## src/rtl/rrm_pkg.sv

```systemverilog
`timescale 1ns/1ps
package rrm_pkg;
    localparam int NCH      = 6;
    localparam int CHW      = 3;
    localparam int NTHR     = 4;
    localparam int NFLG     = 4;
    localparam int SHW      = 3;
    localparam int FIRST_SH = 2;
    localparam int NSH      = NCH - FIRST_SH;

    // limit index inside one channel's group
    localparam int TH_HI_ALM = 0;
    localparam int TH_LO_ALM = 1;
    localparam int TH_HI_WRN = 2;
    localparam int TH_LO_WRN = 3;

    // status bit positions
    localparam int FL_LO_WRN = 0;
    localparam int FL_HI_WRN = 1;
    localparam int FL_LO_ALM = 2;
    localparam int FL_HI_ALM = 3;

    typedef enum logic [CHW-1:0] {
        CH_TEMP   = 3'd0,
        CH_SUPPLY = 3'd1,
        CH_BIAS1  = 3'd2,
        CH_BIAS2  = 3'd3,
        CH_POW1   = 3'd4,
        CH_POW2   = 3'd5
    } chan_e;

    typedef enum logic {
        SQ_IDLE = 1'b0,
        SQ_BUSY = 1'b1
    } sq_state_e;

    // next channel: full rotation, or the temperature/supply pair
    function automatic logic [CHW-1:0] rr_next(input logic [CHW-1:0] ch, input logic pair);
        if (pair) begin
            return (ch == CH_TEMP) ? CH_SUPPLY : CH_TEMP;
        end
        return (ch == CHW'(NCH - 1)) ? CH_TEMP : ch + 1'b1;
    endfunction
endpackage

```

## src/rtl/rrm_sequencer.sv

```systemverilog
`timescale 1ns/1ps
module rrm_sequencer
    import rrm_pkg::*;
(
    input  logic           clk,
    input  logic           rst_n,
    input  logic           conv_done,
    input  logic           restrict_req,
    input  logic           sup_above,
    output logic           conv_req,
    output logic [CHW-1:0] conv_ch,
    output logic           accept,
    output logic           restricted
);
    typedef struct packed {
        sq_state_e      state;
        logic [CHW-1:0] ch;
        logic           boot;
    } seq_t;

    seq_t q, d;
    logic boot_clear;

    always_comb begin
        d          = q;
        accept     = (q.state == SQ_BUSY) && conv_done;
        restricted = q.boot && restrict_req;
        boot_clear = accept && (q.ch == CH_SUPPLY) && sup_above;
        unique case (q.state)
            SQ_IDLE: d.state = SQ_BUSY;
            SQ_BUSY: begin
                if (conv_done) begin
                    d.state = SQ_IDLE;
                    d.ch    = rr_next(q.ch, restricted && !boot_clear);
                end
            end
        endcase
        if (boot_clear) begin
            d.boot = 1'b0;
        end
    end

    always_ff @(posedge clk or negedge rst_n) begin
        if (!rst_n) begin
            q.state <= SQ_IDLE;
            q.ch    <= '0;
            q.boot  <= 1'b1;
        end else begin
            q <= d;
        end
    end

    assign conv_req = (q.state == SQ_BUSY);
    assign conv_ch  = q.ch;

    p_gap_after_accept_r2: assert property (@(posedge clk) disable iff (!rst_n)
        accept |=> !conv_req);
    p_req_returns_r2: assert property (@(posedge clk) disable iff (!rst_n)
        !conv_req |=> conv_req);
    p_hold_while_busy_r2: assert property (@(posedge clk) disable iff (!rst_n)
        conv_req && !conv_done |=> conv_req && $stable(conv_ch));
    p_rotation_r3: assert property (@(posedge clk) disable iff (!rst_n)
        accept && !restricted |=> conv_ch == rr_next($past(conv_ch), 1'b0));
    p_range_r3: assert property (@(posedge clk) disable iff (!rst_n)
        conv_ch <= CHW'(NCH - 1));
    p_pair_r8: assert property (@(posedge clk) disable iff (!rst_n)
        accept && restricted && conv_ch == CH_TEMP |=> conv_ch == CH_SUPPLY);
    p_boot_once_r8: assert property (@(posedge clk) disable iff (!rst_n)
        !q.boot |=> !q.boot);
endmodule

```

## src/rtl/rrm_shifter.sv

```systemverilog
`timescale 1ns/1ps
module rrm_shifter
    import rrm_pkg::*;
#(
    parameter int DW = 16
) (
    input  logic [DW-1:0]      raw,
    input  logic [CHW-1:0]     ch,
    input  logic [NSH*SHW-1:0] cfg,
    output logic [DW-1:0]      shifted
);
    logic [NCH-1:0][SHW-1:0] amt;

    generate
        for (genvar g = 0; g < NCH; g++) begin : g_amt
            if (g >= FIRST_SH) begin : g_prog
                assign amt[g] = cfg[(g-FIRST_SH)*SHW +: SHW];
            end else begin : g_fixed
                assign amt[g] = '0;
            end
        end
    endgenerate

    assign shifted = raw >> amt[ch];

    always_comb begin
        p_shift_shrinks_r4: assert (shifted <= raw);
    end
endmodule

```

## src/rtl/rrm_judge.sv

```systemverilog
`timescale 1ns/1ps
module rrm_judge
    import rrm_pkg::*;
#(
    parameter int DW = 16
) (
    input  logic [DW-1:0]                value,
    input  logic [NTHR-1:0][DW-1:0]      thr,
    output logic [NFLG-1:0]              flags
);
    always_comb begin
        flags            = '0;
        flags[FL_HI_ALM] = value > thr[TH_HI_ALM];
        flags[FL_LO_ALM] = value < thr[TH_LO_ALM];
        flags[FL_HI_WRN] = value > thr[TH_HI_WRN];
        flags[FL_LO_WRN] = value < thr[TH_LO_WRN];
    end

    always_comb begin
        p_alarm_exclusive_r6: assert ((thr[TH_HI_ALM] < thr[TH_LO_ALM])
                                      || !(flags[FL_HI_ALM] && flags[FL_LO_ALM]));
    end
endmodule

```

## src/rtl/rrm_monitor.sv

```systemverilog
`timescale 1ns/1ps
module rrm_monitor
    import rrm_pkg::*;
#(
    parameter int DW = 16,
    parameter int AW = 8
) (
    input  logic           clk,
    input  logic           rst_n,
    output logic           conv_req,
    output logic [2:0]     conv_ch,
    input  logic           conv_done,
    input  logic [DW-1:0]  conv_data,
    input  logic           boot_gate,
    input  logic           txoff_a,
    input  logic           txoff_b,
    input  logic           reg_we,
    input  logic [AW-1:0]  reg_addr,
    input  logic [DW-1:0]  reg_wdata,
    output logic [DW-1:0]  reg_rdata,
    output logic           fault
);
    localparam int THB = $clog2(NTHR);
    localparam logic [AW-1:0] A_MEAS  = AW'('h00);
    localparam logic [AW-1:0] A_STAT  = AW'('h10);
    localparam logic [AW-1:0] A_THR   = AW'('h20);
    localparam logic [AW-1:0] A_SHIFT = AW'('h40);
    localparam logic [AW-1:0] A_MASK  = AW'('h48);

    typedef struct packed {
        logic [NCH-1:0][DW-1:0]            meas;
        logic [NCH-1:0][NFLG-1:0]          flags;
        logic [NCH-1:0][NTHR-1:0][DW-1:0]  thr;
        logic [NSH*SHW-1:0]                shcfg;
        logic [NCH-1:0][NFLG-1:0]          mask;
        logic                              fault;
    } mon_state_t;

    mon_state_t q, d, rst_val;

    logic                      accept;
    logic                      restricted;
    logic                      sup_above;
    logic                      restrict_req;
    logic [DW-1:0]             shifted;
    logic [NFLG-1:0]           judged;
    logic [NTHR-1:0][DW-1:0]   thr_cur;
    logic [AW-1:0]             off_meas, off_stat, off_thr, off_mask;

    function automatic logic in_win(input logic [AW-1:0] a, input logic [AW-1:0] base, input int n);
        return (a >= base) && (int'(a) < int'(base) + n);
    endfunction

    assign restrict_req = boot_gate | (txoff_a & txoff_b);
    assign thr_cur      = q.thr[conv_ch];
    assign sup_above    = shifted > q.thr[CH_SUPPLY][TH_LO_ALM];

    rrm_sequencer u_seq (
        .clk          (clk),
        .rst_n        (rst_n),
        .conv_done    (conv_done),
        .restrict_req (restrict_req),
        .sup_above    (sup_above),
        .conv_req     (conv_req),
        .conv_ch      (conv_ch),
        .accept       (accept),
        .restricted   (restricted)
    );

    rrm_shifter #(.DW(DW)) u_shift (
        .raw     (conv_data),
        .ch      (conv_ch),
        .cfg     (q.shcfg),
        .shifted (shifted)
    );

    rrm_judge #(.DW(DW)) u_judge (
        .value (shifted),
        .thr   (thr_cur),
        .flags (judged)
    );

    assign off_meas = reg_addr - A_MEAS;
    assign off_stat = reg_addr - A_STAT;
    assign off_thr  = reg_addr - A_THR;
    assign off_mask = reg_addr - A_MASK;

    // reset image: high limits open at the top, low limits at zero
    always_comb begin
        rst_val = '0;
        for (int c = 0; c < NCH; c++) begin
            rst_val.thr[c][TH_HI_ALM] = '1;
            rst_val.thr[c][TH_HI_WRN] = '1;
        end
    end

    always_comb begin
        d = q;
        if (accept) begin
            d.meas[conv_ch]  = shifted;
            d.flags[conv_ch] = judged;
        end
        if (reg_we) begin
            if (in_win(reg_addr, A_THR, NCH*NTHR)) begin
                d.thr[off_thr[THB +: CHW]][off_thr[THB-1:0]] = reg_wdata;
            end
            if (reg_addr == A_SHIFT) begin
                d.shcfg = reg_wdata[NSH*SHW-1:0];
            end
            if (in_win(reg_addr, A_MASK, NCH)) begin
                d.mask[off_mask[CHW-1:0]] = reg_wdata[NFLG-1:0];
            end
        end
        d.fault = |(q.flags & ~q.mask);
    end

    always_ff @(posedge clk or negedge rst_n) begin
        if (!rst_n) begin
            q <= rst_val;
        end else begin
            q <= d;
        end
    end

    always_comb begin
        reg_rdata = '0;
        if (in_win(reg_addr, A_MEAS, NCH)) begin
            reg_rdata = q.meas[off_meas[CHW-1:0]];
        end else if (in_win(reg_addr, A_STAT, NCH)) begin
            reg_rdata = DW'(q.flags[off_stat[CHW-1:0]]);
        end else if (in_win(reg_addr, A_THR, NCH*NTHR)) begin
            reg_rdata = q.thr[off_thr[THB +: CHW]][off_thr[THB-1:0]];
        end else if (reg_addr == A_SHIFT) begin
            reg_rdata = DW'(q.shcfg);
        end else if (in_win(reg_addr, A_MASK, NCH)) begin
            reg_rdata = DW'(q.mask[off_mask[CHW-1:0]]);
        end
    end

    assign fault = q.fault;

    p_fault_set_r7: assert property (@(posedge clk) disable iff (!rst_n)
        |(q.flags & ~q.mask) |=> fault);
    p_fault_clear_r7: assert property (@(posedge clk) disable iff (!rst_n)
        !(|(q.flags & ~q.mask)) |=> !fault);
    p_meas_hold_r5: assert property (@(posedge clk) disable iff (!rst_n)
        !accept |=> $stable(q.meas));
    p_flags_hold_r6: assert property (@(posedge clk) disable iff (!rst_n)
        !accept |=> $stable(q.flags));
    p_cfg_hold_r9: assert property (@(posedge clk) disable iff (!rst_n)
        !reg_we |=> $stable(q.thr) && $stable(q.mask) && $stable(q.shcfg));
endmodule

```

## config.mk

```make
export PLATFORM = sky130hd
export DESIGN_NAME = rrm_monitor
export DESIGN_NICKNAME = d
export VERILOG_FILES = /design/src/rtl/rrm_pkg.sv /design/src/rtl/rrm_sequencer.sv /design/src/rtl/rrm_shifter.sv /design/src/rtl/rrm_judge.sv /design/src/rtl/rrm_monitor.sv
export SDC_FILE = /design/constraint.sdc
export NUM_CORES = 1
export LEC_CHECK = 0
export BUFFER_PORTS_ARGS = -buffer_cell sky130_fd_sc_hd__buf_2
export CAP_MARGIN = 20
export CELL_PAD_IN_SITES_DETAIL_PLACEMENT = 1
export CELL_PAD_IN_SITES_GLOBAL_PLACEMENT = 1
export CORE_MARGIN = 2
export CORE_UTILIZATION = 53
export DETAILED_ROUTE_END_ITERATION = 16
export GPL_TIMING_DRIVEN = 1
export PLACE_DENSITY_LB_ADDON = 0.1
export SLEW_MARGIN = 40
export SYNTH_ARGS = -nofsm -noshare
export SYNTH_HDL_FRONTEND = slang
export SYNTH_SLANG_ARGS = --single-unit
```

## constraint.sdc

```tcl
create_clock -name clk -period 5 [get_ports clk]
set_clock_uncertainty 0.1 [all_clocks]
set_input_delay 1 -clock clk [delete_from_list [all_inputs] [get_ports clk]]
set_output_delay 1 -clock clk [all_outputs]
set_load 0.01 [all_outputs]
```

# Word level (Yosys, flattened, before mapping)
# Index checks and enable logic that the tools add are counted.
[totals] inputBits=47 register_bits=546 word_cells=145 out_inout_bits=21
[classes] n_bitwise=5 n_shift=1 eq_ne=3 n_mux=42 n_reduce_logical=20 magnitude_cmp=23 addsub=4
[op_table] operator="$bmux 64 s3" n=2
[op_table] operator="$bwmux 384" n=1
[op_table] operator="$demux 64 s3" n=1
[op_table] operator="$mux 64" n=3
[op_table] operator="$mux 16" n=7
[op_table] operator="$bwmux 96" n=1
[op_table] operator="$bmux 16 s3" n=1
[op_table] operator="$bwmux 24" n=2
[op_table] operator="$demux 16 s3" n=1
[op_table] operator="$gt 16x16->1" n=3
[op_table] operator="$bmux 16 s2" n=1
[op_table] operator="$demux 16 s2" n=1
[op_table] operator="$lt 16x16->1" n=2
[op_table] operator="$and 24x24->24" n=1
[op_table] operator="$bmux 4 s3" n=2
[op_table] operator="$demux 4 s3" n=2
[op_table] operator="$mux 4" n=6
[op_table] operator="$not 24->24" n=1
[op_table] operator="$reduce_or 24->1" n=1
[op_table] operator="$lt 3x4->1 const B" n=5
[op_table] operator="$shr 16x3->16" n=1
[op_table] operator="$logic_and 1x1->1" n=13
[op_table] operator="$mux 12" n=1
[op_table] operator="$mux 3" n=4
[op_table] operator="other kinds (26)" n=35

# Logic depth before layout (Yosys ltp)
# Gate-level depths: netlist of the first run.
[depth] depth_word=13 mapped_depth=16 ltp_nobuf=13

# Modules after synthesis
# Synthesis of the first run repeated with hierarchy kept, for this count alone.
[hier_totals] hier_cells=2662 area_unflattened_um2=31746.7
[by_module_without_submodules] module="rrm_monitor" n_inst=1 cells_per_inst=2355 area_each_um2=29238.0 seq_area_each_um2=13778.2
[by_module_without_submodules] module="rrm_judge" n_inst=1 cells_per_inst=217 area_each_um2=1587.8 seq_area_each_um2=0.0
[by_module_without_submodules] module="rrm_shifter" n_inst=1 cells_per_inst=67 area_each_um2=669.4 seq_area_each_um2=0.0
[by_module_without_submodules] module="rrm_sequencer" n_inst=1 cells_per_inst=23 area_each_um2=251.5 seq_area_each_um2=126.4

# Least setup slack after synthesis of the first run
# No wires, ideal clock.
[synth_timing] path_type="input to output" from="in reg_addr[2]" to="out reg_rdata[13]" required_ns=3.900 path_stages=6 path_buffers=2 arrival_ns=2.710 slack_ns=1.190 cell_sequence="buf_2 -> buf_2 -> mux4_2 -> mux4_2 -> a22oi_1 -> o21ai_0"
[synth_between] elab_chain_cells=8 elab_cells_between_ends=19 classes_between="add/sub: 1; order compare: 6; mux: 9; reduce/logical: 3"
[synth_rtl] item="start, declared" line_no="rrm_monitor.sv:18" source="input logic [AW-1:0] reg_addr,"
[synth_rtl] item="$sub 5x1->5" line_no="rrm_monitor.sv:85" source="assign off_thr = reg_addr - A_THR;"
[synth_rtl] item="$bmux 64 s3" line_no="rrm_monitor.sv:132" source="reg_rdata = q.thr[off_thr[THB +: CHW]][off_thr[THB-1:0]];"
[synth_rtl] item="$mux 64 (implied by the code)" line_no="rrm_monitor.sv:132"
[synth_rtl] item="$bmux 16 s2" line_no="rrm_monitor.sv:132"
[synth_rtl] item="$mux 16 (implied by the code)" line_no="rrm_monitor.sv:132"
[synth_rtl] item="$mux 16" line_no="rrm_monitor.sv:131" source="end else if (in_win(reg_addr, A_THR, NCH*NTHR)) begin"
[synth_rtl] item="$mux 16" line_no="rrm_monitor.sv:129" source="end else if (in_win(reg_addr, A_STAT, NCH)) begin"
[synth_rtl] item="$mux 16 (*)" line_no="rrm_monitor.sv:127" source="if (in_win(reg_addr, A_MEAS, NCH)) begin"
[synth_rtl] item="end, declared" line_no="rrm_monitor.sv:20" source="output logic [DW-1:0] reg_rdata,"
# Every way passes the cells marked *; elsewhere a longest branch is shown, timed or not. The select of a mux whose other input is x is not followed.

# Final worst setup path of the first run
[layout_timing] from="in reg_addr[3]" to="out reg_rdata[3]"
# Same word-level chain as after synthesis.

==> run metrics, run 1 <==
FILL cells=approximately 5.7k; Post-Route Setup TNS=0 ps; critical path type=primary input to primary output; largest net degree at the start of global routing=~110; final setup violation count=0; total global-route track usage=0.3652; layout cells sized above 1=0.4229; Layout Utilization=0.5951; PnR Total Power=about 14 mW; dominant cells by area after synthesis=dfrtp_1 (29%), dfstp_2 (16%), mux2_2 (15%), mux4_2 (12%), mux2i_1 (6.4%); via count=around 23k; hold slack=~150 ps; Leak=roughly 15 nW; CP max stage delay=between 500 and 600 ps; GRT overflow=0; Worst Path Required=roughly 4000 ps; Synth-to-Final Area Change=10.91%; final WL=108,300 microns; Core Box Area=57,700 sq um; Final Hold Vio Count=0; die area=between 60,000 and 70,000 sq um; syn_nets=2,624; Cell Chain, Critical Path=buf_4, buf_4, mux4_2, mux4_2, o21ai_0, buf_4, nand3_1, buf_2; H-Tree Depth=2; number of global-route vias before repair=between 20k and 25k; Arr. time, crit path=around 3700 ps; hold buffer count at cts=0; synth unique cells=69; most frequent cells in the layout=mux2_2 (409), dfrtp_1 (351), mux2i_1 (195), dfstp_2 (193), mux4_2 (167); Buffers on Ports=67; Post-synth EDFFs=0; RSZ-0062 raised after global routing=false; Setup crit end kind=primary output; Achievable Freq=0.2085 GHz; maxcap violations=0; asr flop ratio synth=1.000; Slew @ Worst Pin=~910 ps; chip height=~250 microns; TritonRoute pass-1 iters=5; count of pins over their slew limit=0; first-pass GRT wire length=approximately 160,000 microns; dpl hpwl=around 73,000 microns; chip width=between 200 and 250 microns; clock sink count=between 500 and 600; Root Driver=clkbuf_16; WL/cell=32.35 microns; latest clock arrival within the worst-skew pair=about 640 ps; Post-route DRC=0; Buf/Inv on CP=4; Synth Area per Inst=12.39 sq um; slew margin rel.=0.3952; Yosys reg bits=about 550; Area after DPL=32,260 sq um; CTS max path bufs=3; pwr dens=415.9 nW/um^2; TritonCTS clock tree=done; top_reg_cell synth=dfrtp_1; most used cell, CP=buf_4; vias per cell=between 6 and 7; initial antenna violation count=3; Final period util=0.9593; Min-Delay Path Class=primary input to async pin; Slowest-stage cell, CP=mux4_2; register area share after synthesis=0.4492; fin area=34,330 sq um; largest delay contributor family on the critical path=buffers and inverters; Yosys warnings=0; CTS Buf Count=between 60 and 70; GP Congestion=a little under 1; starting density of the core=0.5365; crit path launch=reg_addr[3]; Syn Std Cell Area=30,960 sq um; Layout Nets=about 2.7k; standard-cell rows=between 80 and 90; CP Launch Type=primary input; I/O pin count=68; Mapped Cells=between 2k and 2.5k; maximum vdd drop=~0.00031 V; clock slew at reported path FFs=~60 ps; Inserted Diodes=0; status=complete, no violations; CP Max Fanout=19; Final Critical Period=4797 ps; Starting DRT DRC Count=2,094; post-synth top area share=0.2854; cell accounting for the most synthesized area=dfrtp_1; reg2reg start=u_seq.conv_ch[0]$_DFFE_PN0P_; Routed Antenna Nets=0; most common cell after layout, fill and taps aside=mux2_2
## registers in the layout, summed over array words and instances, names as in the netlist
| name | flops |
|---|---|
| q | 540 |
| u_seq.q | 1 |
| fault | 1 |
| u_seq.conv_req | 1 |
| u_seq.conv_ch | 3 |
## what timing repair did
item                       CTS  global route
setup endpoints to repair    1            12
gates resized for setup      1             3
setup buffers                0             0
## report_power, final
part           switching (mW)  total, mW  internal (mW)  leakage [nW]
clock                    1.91       4.63           2.72         0.998
combinational            2.51       4.12           1.61          7.48
sequential              0.440       5.53           5.09          6.62
## final timing paths
kind | to | cells past startpoint | slack, ps
max in group asynchronous | q[410]$_DFFE_PN0P_ | 3 | 3310
hold / removal | q[355]$_DFFE_PN0P_ | 1 | 150
setup reg to reg | q[421]$_DFFE_PN0P_ | 14 | 250
hold reg to reg | q[480]$_DFFE_PN0P_ | 2 | 380
setup / recovery | reg_rdata[3] | 8 | 200
min in group clk | q[480]$_DFFE_PN0P_ | 2 | 380
## through the flow
stage / cells / setup WS, ps
final: 3347 / 203.3
after global routing: 3347 / 8.741
after CTS: 3346 / 175.9
after detailed placement: 3234 / 57.41
after global placement: 3234 / 84.40
after floorplan: 2499 / 1190
## cell usage after synthesis (7+ instances only)
master / number
nor2_1: 112
buf_1: 9
clkbuf_1: 97
o21ai_1: 15
or3_1: 9
dfrtp_1: 353
o21ai_0: 134
nand2_1: 164
buf_2: 55
inv_1: 78
o211ai_1: 8
buf_4: 25
ha_1: 78
buf_6: 14
nand3_1: 24
nor2_2: 19
a21oi_1: 112
mux4_2: 167
mux2i_1: 197
a31oi_1: 9
nor2b_1: 7
nand4_1: 15
a21o_1: 11
dfstp_2: 193
o22ai_1: 70
nor3_1: 17
mux2_2: 409
a22oi_1: 15
## per-layer routing
metal,part of all wire,global-route usage,wire length (microns),vias up
li1,-,-,-,9301
met3,0.075,0.06395,8138,261
met2,0.46,0.5659,49520,972
met5,0.00012,0,13,-
met1,0.42,0.5120,45890,12090
met4,0.044,0.1487,4726,2
## logic make-up (layout without fill, tap and decap cells)
logic type | count (synthesis) | after routing | synth area share
mux | 779 | 779 | 0.3368
flops | 546 | 546 | 0.4492
compound gates | 409 | 409 | 0.07789
simple gates | 407 | 407 | 0.06196
buf+inv | 280 | 363 | 0.04264
fa+ha+maj | 78 | 78 | 0.03153
## layout make-up
cell class | instances | area [sq um] | area share
Clock inverter | 18 | 222.7 | 0.006487
Timing Repair Buffer | 172 | 1388 | 0.04042
Multi-Input combinational cell | 1673 | 15750 | 0.4588
Inverter | 79 | 296.5 | 0.008637
Sequential cell | 546 | 13910 | 0.4052
Clock buffer | 94 | 1803 | 0.05252
Tap cell | 765 | 957.2 | 0.02788
Note: power is estimated with default switching activity, not from simulation.
==> run 2: changes to the inputs <==
Settings changed: PLACE_DENSITY set to 0.91, PLACE_DENSITY_LB_ADDON 0.1 to not set.
==> run 2 against run 1 <==
Net effect: worst setup slack worse by 200 ps; largest cell class unchanged; sequential power is 1% higher; first-iteration DRC count is 34% higher; critical endpoint is now reg_rdata[1]; largest power group unchanged; critical path depth is 1 higher; total power is 1.9% higher; die area stayed put; combinational power is 5.8% higher; clock power is 0.9% lower.
==> run metrics, run 2 (same netlist as run 1, synthesis figures left out) <==
status=complete, no violations; TritonCTS clock tree=done; TritonRoute pass-1 iters=6; Biggest register=q; dpl hpwl=slightly below 80,000 microns; clock slew at reported path FFs=approximately 100 ps; FILL cells=~5.6k; chip width=about 250 microns; starting density of the core=0.5365; count of pins over their slew limit=0; H-Tree Depth=2; final WL=118,300 microns; most common cell after layout, fill and taps aside=mux2_2; WL/cell=~35 microns; initial antenna violation count=5; max reg flops=540; P_sw=about 5.2 mW; Cell Int Power=9.343 mW; CP Launch Type=primary input; Setup crit end kind=primary output; Final Critical Period=around 5000 ps; pwr dens=424.3 nW/um^2; number of global-route vias before repair=between 20k and 30k; chip height=around 250 microns; hold buffer count at cts=0; Leak=roughly 15 nW; area taken by flip-flops and latches=around 14,000 sq um; vias per cell=7.199; crit path launch=reg_addr[2]; Layout Nets=about 2.7k; Routed Antenna Nets=0; reg2reg start=u_seq.conv_ch[2]$_DFFE_PN0P_; RSZ-0062 raised after global routing=false; die area=around 60,000 sq um; switching share of total power=0.3576; Achievable Freq=between 0.2 and 0.25 GHz; GP Congestion=between 0.9 and 1; final non-filler cell total=3,355; CP Max Fanout=40; latest clock arrival within the worst-skew pair=approximately 710 ps; GRT overflow=0; final setup violation count=0; Final period util=0.9996; Multi-input gate area=about 16,000 sq um; Root Driver=clkbuf_16; standard-cell rows=~90; most frequent cells in the layout=mux2_2 (409), dfrtp_1 (351), mux2i_1 (196), dfstp_2 (193), mux4_2 (167); Buffers on Ports=between 60 and 70; CTS max path bufs=3; clock sink count=546; Post-route DRC=0; FF-to-FF setup slack=around 70 ps; Slew @ Worst Pin=between 900 and 1000 ps; Inst Count DP=~3.2k; critical path type=primary input to primary output; Min-Delay Path Class=primary input to async pin; total global-route track usage=0.3969; first-pass GRT wire length=175,800 microns; I/O pin count=between 60 and 70; Post-CTS Repair Setup Buffers=0; CTS Buf Count=58; via count=between 20k and 25k; Worst Path Required=between 3000 and 4000 ps; Seq pwr share=0.385; largest registers=q: 540 flops, u_seq.conv_ch: 3 flops; Synth-to-Final Area Change=10.72%; combinational power share=0.300; Starting DRT DRC Count=roughly 2.8k; post_cts resized=0; Arr. time, crit path=3900 ps; layout cells sized above 1=0.4248; maximum vdd drop=0.0004308 V; largest net degree at the start of global routing=100; Final Hold Vio Count=0; slew margin rel.=0.3939; Clock power frac=0.315; maxcap violations=0; Core Box Area=57,700 sq um; Post-Route Setup TNS=0 ps
[run 2: per-stage QoR]
stage / setup WS [ps] / power (mW) / instance area (sq um) / hold slack [ps] / utilization
3_5_place_dp: 165.8 / 9.701 / 32270 / 371.5 / 0.5593
4_1_cts: 152.6 / 14.33 / 34220 / 213.9 / 0.5931
2_1_floorplan: 1190 / 8.197 / 30960 / 344.6 / -
6_report: 1.751 / 14.54 / 34270 / 174.9 / 0.5941
5_1_grt: 8.080 / 14.98 / 34270 / 204.3 / 0.5939
3_3_place_gp: 180.7 / 9.332 / 32210 / 356.1 / 0.5582
[run 2: power by group through the flow]
stage               registers [mW]  clock network (mW)  logic [mW]
finish                        5.59                4.59        4.36
global placement              5.50                   0        3.83
detailed placement            5.60                   0        4.10
global route                  5.63                4.76        4.59
floorplan                     5.40                   0        2.80
CTS                           5.56                4.56        4.21
[run 2: final timing paths]
path / end / depth (start not counted)
hold reg to reg: q[454]$_DFFE_PN0P_ / 2
min in group clk: q[454]$_DFFE_PN0P_ / 2
max in group asynchronous: q[397]$_DFFE_PN1P_ / 3
setup / recovery: reg_rdata[1] / 9
hold / removal: q[36]$_DFFE_PN0P_ / 1
setup reg to reg: q[425]$_DFFE_PN0P_ / 15
[run 2: layout make-up]
class                      instances  area share
clock inverter                    21    0.007703
tap                              765     0.02793
timing repair buffer             178     0.04067
antenna                            5   0.0003651
clock buffer                      88     0.04917
inverter                          79    0.008652
multi-input combinational       1673      0.4596
sequential                       546      0.4059
[run 2: worst max-delay path, stage by stage]
cell and delay (ps):
buf_8 390, buf_16 330, buf_4 220, buf_4 250, mux4_2 330, mux4_2 480
o21ai_1 470, nand3_1 190, buf_2 180
[run 2: layer usage]
layer | vias to the layer above | GRT usage | share of wire
met2 | 1766 | 0.6189 | 0.46
met1 | 12410 | 0.4713 | 0.35
li1 | 9315 | - | -
met4 | 2 | 0.2813 | 0.083
met5 | - | 0 | 0.000093
met3 | 661 | 0.1174 | 0.11
==> run 3: changes to the inputs <==
Settings changed: CELL_PAD_IN_SITES_DETAIL_PLACEMENT 1 to 0, MAX_ROUTING_LAYER set to met4.
==> run 3 against run 2 <==
Net effect: clock power decreased by 4.4%; routed wire length fell by 18%; cell count is 0.18% lower; fmax rose by 3.6%; count of clock-buffer cells in the layout is 5 lower; sequential cell count unchanged; sequential power decreased by 2%; combinational power shrank 8.0%; die area stayed put; critical endpoint is now reg_rdata[2]; highest routed layer is now met4.
==> run metrics, run 3 (same netlist as run 1, synthesis figures left out) <==
Layout Nets=approximately 2.7k; most used cell, CP=mux4_2; Min-Delay Path Class=primary input to async pin; reg2reg start=u_seq.conv_ch[1]$_DFFE_PN0P_; FF-to-FF setup slack=260 ps; first-pass GRT wire length=~150,000 microns; Synth-to-Final Area Change=10.55%; Core Box Area=about 58,000 sq um; chip width=245.7 microns; Arr. time, crit path=~3700 ps; Slew @ Worst Pin=899.4 ps; largest delay contributor family on the critical path=multiplexers; setup ws final=around 180 ps; FILL cells=between 4k and 5k; latest clock arrival within the worst-skew pair=between 600 and 700 ps; vias per cell=6.709; CTS max path bufs=3; Slowest-stage cell, CP=o21ai_0; total global-route track usage=0.3359; TritonCTS clock tree=done; Setup crit end kind=primary output; Area after DPL=32,260 sq um; Cell Chain, Critical Path=buf_4, buf_12, mux4_2, mux4_2, o21ai_0, nand3_1, buf_2; critical path type=primary input to primary output; layout cells sized above 1=0.4246; Achievable Freq=0.2073 GHz; CTS Buf Count=58; Worst Path Required=between 3000 and 4000 ps; largest registers=q: 540 flops, u_seq.conv_ch: 3 flops; Starting DRT DRC Count=between 2k and 3k; largest net degree at the start of global routing=103; CP Max Fanout=33; status=complete, no violations; clock slew at reported path FFs=around 60 ps; slew margin rel.=0.4004; RSZ-0062 raised after global routing=false; Final period util=0.9647; final setup violation count=0; maximum vdd drop=0.0003633 V; I/O pin count=68; pwr dens=406.2 nW/um^2; GRT overflow=0; final non-filler cell total=between 3k and 4k; die area=~60,000 sq um; wl on met1=37,530 microns; standard-cell rows=88; starting density of the core=0.5365; WL/cell=between 20 and 30 microns; Layout Utilization=0.5931; fin area=between 30,000 and 40,000 sq um; Post-route DRC=0; metal3 WL=9291 microns; clock sink count=between 500 and 600; FF-to-FF End=q[433]$_DFFE_PN0P_; most frequent cells in the layout=mux2_2 (409), dfrtp_1 (351), mux2i_1 (196), dfstp_2 (193), mux4_2 (167); dpl hpwl=approximately 67,000 microns; hold slack=164.0 ps; post-place setup slack=between 200 and 250 ps; Buffers on Ports=67; met2 wire length=44,720 microns; Root Driver=clkbuf_16; Biggest register=q; Final Critical Period=approximately 4800 ps; CP Launch Type=primary input; initial antenna violation count=3; final WL=97,080 microns; Inst Count DP=3,236; count of pins over their slew limit=0; Leak=roughly 15 nW; TritonRoute pass-1 iters=6; GP Congestion=1.022; Routed Antenna Nets=0; chip height=approximately 250 microns; CP max stage delay=580 ps; Final Hold Vio Count=0; Buf/Inv on CP=3; Post-Route Setup TNS=0 ps; max reg flops=540; maxcap violations=0; via count=between 20k and 25k; H-Tree Depth=2; Reg2Reg Depth=15; most common cell after layout, fill and taps aside=mux2_2; number of global-route vias before repair=between 20k and 25k; PnR Total Power=13.90 mW; Top Layer Used=met4
==> run 3: repair_timing <==
item	in CTS	in global routing
gates resized for setup	0	1
buffers inserted	0	0
setup endpoints to repair	0	4
hold buffers	0	0
==> run 3: worst register-to-register path: stages (launching register included) <==
cell       delay (ps)
dfrtp_4           510
nand2b_2          300
o22ai_1           310
buf_4             270
mux2i_1           300
mux2i_1           180
mux2i_2           380
inv_1             230
ha_1              240
a211o_1           290
a21oi_1           210
o21ai_0           120
a2111oi_1         540
buf_4             210
o2111ai_2         210
a31oi_1           260
==> run 3: worst max path at each step <==
stage / slack (ps) / cells after the start / to / start
final: 180 / 7 / reg_rdata[2] / reg_addr[3]
after global routing: 70 / 15 / q[433]$_DFFE_PN0P_ / u_seq.conv_ch[1]$_DFFE_PN0P_
after CTS: 220 / 6 / reg_rdata[2] / reg_addr[2]
after detailed placement: 220 / 6 / reg_rdata[2] / reg_addr[2]
after global placement: 230 / 6 / reg_rdata[2] / reg_addr[2]
after floorplan: 1190 / 6 / reg_rdata[13] / reg_addr[2]
==> run 3: layout make-up <==
class	count	area (sq um)	area share
flip-flops and latches	546	13910	0.4065
repair buffers	174	1385	0.04047
diodes	3	7.507	0.0002194
multi-input cells	1673	15740	0.4600
inverters	79	296.5	0.008665
clock inverters	26	254.0	0.007422
clock buffers	83	1667	0.04870
well taps	765	957.2	0.02797
==> run 3: routing by layer <==
metal,vias to the layer above,GRT usage
li1,9310,-
met1,11570,0.4317
met2,1258,0.5095
met3,327,0.07225
met4,0,0.1606
met5,-,-
==> run 3: report_power, final <==
part	total, mW	leakage, nW	switching (mW)	internal (mW)
combinational	4.01	7.49	2.40	1.60
clock	4.39	0.941	1.86	2.52
sequential	5.50	6.62	0.420	5.08
